## src/rtl/bank_pkg.sv

```systemverilog
package bank_pkg;
   localparam int IDX_W      = 4;
   localparam int MODE_W     = 5;
   localparam int ARCH_N     = 1 << IDX_W;
   localparam int FIQ_LO     = 8;
   localparam int FIQ_HI     = 12;
   localparam int FIQ_PRIV_N = FIQ_HI - FIQ_LO + 1;
   localparam int EXC_N      = 5;
   localparam int SP_IDX     = 13;
   localparam int LR_IDX     = 14;
   localparam int PHYS_N     = ARCH_N + FIQ_PRIV_N + 2 * EXC_N;
   localparam int PHYS_W     = $clog2(PHYS_N);
   localparam int EXC_BASE   = ARCH_N + FIQ_PRIV_N;

   typedef enum logic [MODE_W-1:0] {
      M_USR = 5'b10000,
      M_FIQ = 5'b10001,
      M_IRQ = 5'b10010,
      M_SVC = 5'b10011,
      M_ABT = 5'b10111,
      M_UND = 5'b11011,
      M_SYS = 5'b11111
   } mode_e;

   typedef logic [PHYS_W-1:0] phys_t;

   // Exception bank slot for a mode; EXC_N when the mode owns no bank.
   function automatic int bank_slot(logic [MODE_W-1:0] m);
      case (m)
         M_FIQ:   return 0;
         M_IRQ:   return 1;
         M_SVC:   return 2;
         M_ABT:   return 3;
         M_UND:   return 4;
         default: return EXC_N;
      endcase
   endfunction
endpackage

```

## src/rtl/bank_map.sv

```systemverilog
module bank_map
   import bank_pkg::*;
(
   input  logic [MODE_W-1:0] mode,
   input  logic [IDX_W-1:0]  idx,
   output phys_t             phys
);
   int slot;
   int reg_n;

   always_comb begin
      slot  = bank_slot(mode);
      reg_n = int'(idx);
      phys  = phys_t'(reg_n);
      if (slot < EXC_N && (reg_n == SP_IDX || reg_n == LR_IDX))
         phys = phys_t'(EXC_BASE + 2 * slot + (reg_n - SP_IDX));
      else if (slot == 0 && reg_n >= FIQ_LO && reg_n <= FIQ_HI)
         phys = phys_t'(ARCH_N + reg_n - FIQ_LO);
   end
endmodule

```

## src/rtl/bank_store.sv

```systemverilog
module bank_store #(
   parameter int DATA_W = 32,
   parameter int DEPTH  = 31,
   localparam int AW    = $clog2(DEPTH)
) (
   input  logic              clk,
   input  logic              rst_n,
   input  logic              we_n,
   input  logic [AW-1:0]     wa_n,
   input  logic [DATA_W-1:0] wd_n,
   input  logic              we_l,
   input  logic [AW-1:0]     wa_l,
   input  logic [DATA_W-1:0] wd_l,
   input  logic [AW-1:0]     ra0,
   output logic [DATA_W-1:0] rd0,
   input  logic [AW-1:0]     ra1,
   output logic [DATA_W-1:0] rd1
);
   logic [DEPTH-1:0][DATA_W-1:0] ent;

   for (genvar i = 0; i < DEPTH; i++) begin : g_ent
      logic [DATA_W-1:0] q;
      always_ff @(posedge clk or negedge rst_n) begin
         if (!rst_n)
            q <= '0;
         else if (we_l && wa_l == AW'(i))
            q <= wd_l;
         else if (we_n && wa_n == AW'(i))
            q <= wd_n;
      end
      assign ent[i] = q;
   end

   assign rd0 = (int'(ra0) < DEPTH) ? ent[ra0] : '0;
   assign rd1 = (int'(ra1) < DEPTH) ? ent[ra1] : '0;
endmodule

```

## src/rtl/banked_regfile.sv

```systemverilog
module banked_regfile
   import bank_pkg::*;
#(
   parameter int DATA_W = 32
) (
   input  logic              clk,
   input  logic              rst_n,
   input  logic [4:0]        cur_mode,
   input  logic [3:0]        rd_a_idx,
   output logic [DATA_W-1:0] rd_a_data,
   input  logic [3:0]        rd_b_idx,
   output logic [DATA_W-1:0] rd_b_data,
   input  logic              wr_en,
   input  logic [3:0]        wr_idx,
   input  logic [DATA_W-1:0] wr_data,
   input  logic              lnk_en,
   input  logic [4:0]        lnk_mode,
   input  logic [DATA_W-1:0] lnk_data
);
   if (DATA_W < 8) begin : g_bad_width
      $error("banked_regfile: DATA_W too small");
   end
   if (PHYS_N > (1 << PHYS_W)) begin : g_bad_depth
      $error("banked_regfile: physical index too narrow");
   end

   phys_t pa, pb, pw, pl;

   bank_map u_map_a (.mode(cur_mode), .idx(rd_a_idx), .phys(pa));
   bank_map u_map_b (.mode(cur_mode), .idx(rd_b_idx), .phys(pb));
   bank_map u_map_w (.mode(cur_mode), .idx(wr_idx),   .phys(pw));
   bank_map u_map_l (.mode(lnk_mode), .idx(IDX_W'(LR_IDX)), .phys(pl));

   bank_store #(.DATA_W(DATA_W), .DEPTH(PHYS_N)) u_store (
      .clk  (clk),
      .rst_n(rst_n),
      .we_n (wr_en),
      .wa_n (pw),
      .wd_n (wr_data),
      .we_l (lnk_en),
      .wa_l (pl),
      .wd_l (lnk_data),
      .ra0  (pa),
      .rd0  (rd_a_data),
      .ra1  (pb),
      .rd1  (rd_b_data)
   );
endmodule

```

## config.mk

```make
export PLATFORM = sky130hd
export DESIGN_NAME = banked_regfile
export DESIGN_NICKNAME = d
export VERILOG_FILES = /design/src/rtl/bank_pkg.sv /design/src/rtl/bank_map.sv /design/src/rtl/bank_store.sv /design/src/rtl/banked_regfile.sv
export SDC_FILE = /design/constraint.sdc
export NUM_CORES = 2
export LEC_CHECK = 0
export CORE_UTILIZATION = 30
export CTS_CLUSTER_DIAMETER = 50
export DETAILED_ROUTE_END_ITERATION = 10
export MAX_ROUTING_LAYER = met4
export PLACE_DENSITY = 0.55
export SLEW_MARGIN = 15
export SYNTH_ARGS = -nofsm -noshare
export SYNTH_HDL_FRONTEND = slang
export SYNTH_SLANG_ARGS = --single-unit
```

## constraint.sdc

```tcl
create_clock -name clk -period 3.8 [get_ports clk]
set_input_delay 0.38 -clock clk [delete_from_list [all_inputs] [get_ports clk]]
set_output_delay 0.38 -clock clk [all_outputs]
set_load 0.005 [all_outputs]
```

== Yosys cells after proc, flatten, opt, wreduce, memory -nomap -nowiden ==
Cells that the tools add are included.

* Flip-flop bits (word level): 992
* Output and inout bits: 64

* $add $sub $neg: 15
* Magnitude comparators: 12
* Equal/unequal tests: 76
* Mux-type cells: 77
* Reductions and logical operators: 108

{| class="wikitable"
|+ Operators by type and width
! kind !! count
|-
| two-way mux 32 bit || 66
|-
| binary-select mux 32 bit (select 5 bit) || 2
|-
| == test 5 bit, second input constant || 40
|-
| == test 5 x 4 -> 1 bit, second input constant || 16
|-
| logical AND 1 bit || 71
|-
| nonzero test 2 bit || 31
|-
| == test 5 x 3 -> 1 bit, second input constant || 8
|-
| two-way mux 5 bit || 7
|-
| logical NOT 32 bit || 1
|-
| case mux 3 bit (5 select lines) || 2
|-
| adder 5 x 4 -> 5 bit, first input constant || 5
|-
| == test 5 x 2 -> 1 bit, second input constant || 4
|-
| adder 5 bit || 3
|-
| subtractor 4 x 4 -> 5 bit, second input constant || 3
|-
| subtractor 5 bit, second input constant || 3
|-
| == test 4 x 2 -> 1 bit, second input constant || 3
|-
| == test 4 x 3 -> 1 bit, second input constant || 3
|-
| >= comparator 4 bit, second input constant || 3
|-
| less-or-equal comparator 4 bit, second input constant || 3
|-
| < comparator 5 x 6 -> 1 bit, second input constant || 2
|-
| == test 5 x 1 -> 1 bit, second input constant || 2
|-
| logical NOT 5 bit || 2
|-
| < comparator 5 bit, second input constant || 2
|-
| < comparator 3 bit, second input constant || 2
|-
| 2 further kinds || 4
|}

== Depth between registers and ports, before layout ==
* Depth after elaboration: 11
* Gate-level depth with buffers: 17
* Mapped depth without buffers: 14

== Cells and area by module ==
From an unflattened synthesis, not the netlist that was laid out.

* Cells, all modules: 6048
* Area, all modules: 62537.5 um2

{| class="wikitable"
|+ Modules (own cells, without submodules)
! module !! times used !! cells each !! area each (um2) !! seq. area each (um2)
|-
| bank_store || 1 || 5922 || 61484.0 || 24823.8
|-
| bank_map || 4 || 31 || 261.5 || 0.0
|-
| banked_regfile || 1 || 2 || 7.5 || 0.0
|}

== Least setup slack after synthesis ==
OpenSTA, ideal clock, no wires.

* Path type: input -> output
* Start: in cur_mode[2]
* End: out rd_a_data[19]
* Arrival: 3.519 ns
* Data required time: 3.420 ns
* Slack: -0.099 ns
* Stages: 13
* Cell sequence: inv_1 -> maj3_1 -> nand3b_1 -> fa_1 -> inv_1 -> fa_1 -> or3_1 -> and2_1 -> buf_2 -> buf_2 -> o41ai_1 -> o31ai_1 -> a211oi_1

* Longest elaborated chain between the ends: 10
* Elaborated cells between the ends (all ways): 19
* Classes of those cells: add/sub (2); order compare (2); eq/ne (5); mux (6); reduce/logical (4)

{| class="wikitable"
|+ RTL lines
! element !! RTL line !! text
|-
| start, declared || banked_regfile.sv:8 || <nowiki>input logic [4:0] cur_mode,</nowiki>
|-
| == test 5 bit || bank_pkg.sv:29 || <nowiki>case (m)</nowiki>
|-
| case mux 3 bit (5 select lines) (*) || bank_pkg.sv:29 ||
|-
| branches (longest 4 deep; another with adder 5 x 4 -> 5 bit) || - ||
|-
| two-way mux 5 bit (*) || bank_map.sv:15 || <nowiki>if (slot < EXC_N && (reg_n == SP_IDX || reg_n == LR_IDX))</nowiki>
|-
| binary-select mux 32 bit (select 5 bit) || bank_store.sv:34 || <nowiki>assign rd0 = (int'(ra0) < DEPTH) ? ent[ra0] : '0;</nowiki>
|-
| two-way mux 32 bit (implied by the code) || bank_store.sv:34 ||
|-
| two-way mux 32 bit (*) || bank_store.sv:34 ||
|-
| end, declared || banked_regfile.sv:10 || <nowiki>output logic [DATA_W-1:0] rd_a_data,</nowiki>
|}

Mark *: on every way between the ends. The select of a mux whose other input is x is not followed.

== Worst setup path in the final report ==
* Start: in cur_mode[2]
* End: out rd_b_data[14]

* Longest elaborated chain between the ends: 10
* Elaborated cells between the ends (all ways): 19
* Classes of those cells: add/sub (2); order compare (2); eq/ne (5); mux (6); reduce/logical (4)

{| class="wikitable"
|+ RTL lines
! element !! RTL line !! text
|-
| == test 5 bit || bank_pkg.sv:29 ||
|-
| case mux 3 bit (5 select lines) (*) || bank_pkg.sv:29 ||
|-
| branches (longest 4 deep; another with adder 5 x 4 -> 5 bit) || - ||
|-
| two-way mux 5 bit (*) || bank_map.sv:15 ||
|-
| binary-select mux 32 bit (select 5 bit) || bank_store.sv:35 || <nowiki>assign rd1 = (int'(ra1) < DEPTH) ? ent[ra1] : '0;</nowiki>
|-
| two-way mux 32 bit (implied by the code) || bank_store.sv:35 ||
|-
| two-way mux 32 bit (*) || bank_store.sv:35 ||
|-
| end, declared || banked_regfile.sv:12 || <nowiki>output logic [DATA_W-1:0] rd_b_data,</nowiki>
|}

Marks and branches as above.

==> reports/results.tsv <==
stage	metric	value	unit
worst_setup_path	Worst EP arrival	4.04	ns
detailed_routing	DR DRC count	0	
layout	area of the multi-input gates	0.03403	mm2
detailed_routing	Starting DRT DRC Count	6516	
sta	worst relative slew slack	18.56	%
worst_setup_path	worst setup path endpoint	rd_b_data[14]	
layout	Biggest register	u_store.g_ent.q	
power	P per Cell Area	475.7	mW/mm2
worst_setup_path	CP max stage delay	0.69	ns
global_routing	number of global-route vias before repair	51186	
run_status	status	finished, violations left	
sta	Slew Limit Fails	0	
global_routing	aggregate global-route resource usage	27.91	%
sta	Setup-failing EPs final	64	
worst_setup_path	Worst Path Buf+Inv	10	
worst_setup_path	FF-to-FF End	u_store.g_ent[15].q[19]	
global_routing	total congestion overflow	0	
floorplan	Rows	160	
sta	fin crit period	4.418	ns
place	post-placement cell area	0.06830	mm2
clock_tree	CTS Buf Count	137	
floorplan	starting density of the core	30.24	%
sta	Fin Setup TNS	-24.65	ns
clock_tree	Clock Tree Root	clkbuf_16	
worst_setup_path	Setup crit start kind	input pin	
global_routing	largest net degree at the start of global routing	117	
yosys	Synth Flop Type	dfrtp_1	
place	number of port buffers	153	
run_status	failing checks	negative setup slack	
worst_setup_path	Crit. End Element	output pin	
clock_tree	Skew-Pair Late Insertion Delay	0.78	ns
yosys	Seq cells post-synth	992	
detailed_routing	via count	52784	
worst_setup_path	CP Class	in -> out	
yosys	Synthesis Warnings	0	
floorplan	Die Y	440.1	um
sta	final hold vios	0	
layout	Seq. cell area	0.02482	mm2
job	Max-cap violations	0	
yosys	sequential fraction of the synthesis area	43.12	%
detailed_routing	remaining antenna violation count	0	
power	IR drop worst, VDD	464.4	uV
global_routing	wire length of the first global-routing pass	381000	um
place	placed cell count	8298	
layout	# fillers	17682	
worst_setup_path	Critical R2R Launch	u_store.g_ent[15].q[19]	
worst_setup_path	CP startpoint	cur_mode[2]	
worst_setup_path	critical path's top delay family	buffers and inverters	
sta	Tcrit/Tclk final	116.3	%
place	Final Wtd Congestion	0.9866	
sta	clock skew	0	ns
floorplan	Core Footprint	0.1904	mm2
sta	RSZ-0062 raised after global routing	yes	
worst_setup_path	Worst path most repeated cell	buf_6	
clock_tree	Clk pin slew, worst setup/hold paths	0.06	ns
worst_setup_path	Worst Path Max Fanout	6	
detailed_routing	Vias/cell	6.013	
yosys	syn avg cell area	10.49	um2
worst_setup_path	slowest CP cell	nor4_4	
yosys	Synth Instances	5489	
yosys	Post-synth EDFFs	0	
clock_tree	# H-tree levels	4	
sta	f_max	226.4	MHz
power	Pwr Total	37.87	mW
yosys	Post-Syn Area	0.05758	mm2
clock_tree	CTS tree	built	
layout	area grow syn2layout	38.27	%
power	Lkg Pwr	33.97	nW
clock_tree	clock buffer depth	3	
floorplan	die area	0.1937	mm2
floorplan	IO Pins	154	
sta	worst slew pin tran	1.218	ns
worst_setup_path	R2R setup slack	2.95	ns
detailed_routing	Pre-antenna DRT Iters	8	
layout	Largest register FFs	992	
sta	worst hold slack	0.1903	ns
clock_tree	# clock sinks	992	
floorplan	chip width	440.1	um
layout	Cell Count, Final, Fillers Out	8778	
sta	final worst setup slack	-0.6177	ns
global_routing	initial antenna violation count	23	
worst_setup_path	r2r worst-path depth	1	
worst_setup_path	CP Depth	18	
yosys	post-synth cell types	79	
detailed_routing	final wirelength	272900	um
worst_setup_path	Critical Path RT	3.42	ns
layout	share of cells above drive strength 1	41.55	%
layout	Largest regs	u_store.g_ent.q (992)	
detailed_routing	Wirelength per Cell	31.09	um
min_path	Hold WC Path Type	in -> async	
layout	post-route cell area	0.07961	mm2
yosys	async set-reset flop share out of synthesis	100.0	%
yosys	syn nets	5600	
worst_setup_path	cells along the critical path	buf_6 > inv_2 > maj3_2 > nand3b_1 > buf_6 > fa_1 > inv_2 > fa_2 > buf_6 > o21ai_4 > buf_6 > buf_4 > nand3_2 > buf_12 > buf_4 > o22ai_2 > nor4_4 > buf_2	
layout	# nets final	6253	
place	HPWL Detailed	179200	um
-- cells in the mapped netlist, types with 61 or more instances --
master      n  area share, %
nor3_1     84           0.73
and3_1     67           0.73
nor4_1     75           0.81
mux2_2    682             13
nor2_1    470            3.1
buf_1      66           0.43
clkbuf_1  366            2.4
o22ai_1   117            1.3
mux2i_1   408            7.1
buf_2     118            1.0
dfrtp_1   992             43
mux4_2    194            7.6
o21ai_0   142            1.2
a31oi_1    92            1.0
o21ai_1    61           0.53
a211oi_1  130            1.7
a21oi_1   362            3.1
nand3_1    98           0.85
nand2_1   501            3.3
-- cell type report --
cell class	count	area share (%)
Tap cell	2511	3.946
Sequential cell	992	31.18
Inverter	22	0.1037
Multi-Input combinational cell	3905	42.74
Clock inverter	58	1.051
Timing Repair Buffer	1084	15.84
Clock buffer	185	5.076
Antenna cell	21	0.06601
-- repair_timing --
item | in CTS | in global routing
resized for setup | 679 | 410
gates cloned | 15 | 8
setup endpoints to repair | 263 | 64
endpoints found under the hold margin | 48 | 0
setup buffers | 140 | 92
pin swaps | 173 | 178
hold buffers | 1 | 0
-- placed cells by master (no fill, tap or decap), types with 22 or more instances in the layout --
cell / synthesis / routed
o21ai_0: 142 / 111
nor4_4: 0 / 44
buf_8: 0 / 25
a31oi_1: 92 / 62
mux2i_1: 408 / 407
nor3_1: 84 / 72
buf_2: 118 / 41
mux2_2: 682 / 681
a221o_1: 27 / 27
nand2_1: 501 / 486
buf_12: 0 / 248
nand3_1: 98 / 82
clkbuf_16: 0 / 156
buf_6: 3 / 133
nor2_1: 470 / 428
mux2_1: 27 / 27
o22ai_1: 117 / 97
nor4_2: 0 / 22
nor2b_1: 37 / 36
a211oi_2: 0 / 47
buf_4: 17 / 534
and3_1: 67 / 64
mux4_2: 194 / 194
clkdlybuf4s50_1: 0 / 66
dfrtp_1: 992 / 992
a21oi_1: 362 / 327
clkbuf_8: 0 / 23
o21ai_1: 61 / 76
o211ai_1: 35 / 35
a211oi_1: 130 / 49
nor2_4: 0 / 25
a211oi_4: 0 / 34
a21oi_2: 0 / 31
-- power by group --
group          internal (mW)  switching, mW
sequential              12.6           1.88
clock                   8.64           5.28
combinational           4.74           4.75
-- per-stage QoR --
step                      worst slack (ns)  utilization, %
after floorplan                   -0.03674               -
after global placement              -2.416           35.88
after detailed placement            -1.792           35.87
after CTS                          -0.5429           40.39
after global routing               -0.6299           41.81
final                              -0.6177           41.82
-- metal layers --
layer | vias up | part of all wire, % | global-route usage, %
li1 | 21569 | - | -
met1 | 26956 | 38 | 34.06
met2 | 3252 | 45 | 41.59
met3 | 1007 | 9.7 | 6.695
met4 | 0 | 7.0 | 17.06
met5 | - | 0 | -
-- worst min-delay path by stage --
| stage | slack [ns] | end | start | depth (start not counted) |
|---|---|---|---|---|
| detailed placement | 0.46 | u_store.g_ent[11].q[9] | rst_n | 1 |
| CTS | 0.20 | u_store.g_ent[11].q[9] | rst_n | 2 |
| finish | 0.19 | u_store.g_ent[11].q[9] | rst_n | 2 |
| global route | 0.25 | u_store.g_ent[11].q[9] | rst_n | 2 |
| floorplan | 0.08 | u_store.g_ent[0].q[0] | rst_n | 0 |
| global placement | 0.46 | u_store.g_ent[1].q[9] | rst_n | 1 |
-- kinds of logic (layout without fill, tap and decap cells) --
kind of cell               count (synthesis)  count (layout)  share of synthesized area (%)
AOI/OAI and AO/OA                       1159            1159                          12.66
xor gates and xnor gates                   7               7                         0.1065
adders and majority gates                 22              22                         0.5520
buffers and inverters                    592            1349                          4.266
DFF                                      992             992                          43.12
muxes                                   1311            1311                          28.55
other                                      0              21                              0
and+or+nand+nor                         1406            1406                          10.75
Power figures use the tool's default switching activity.
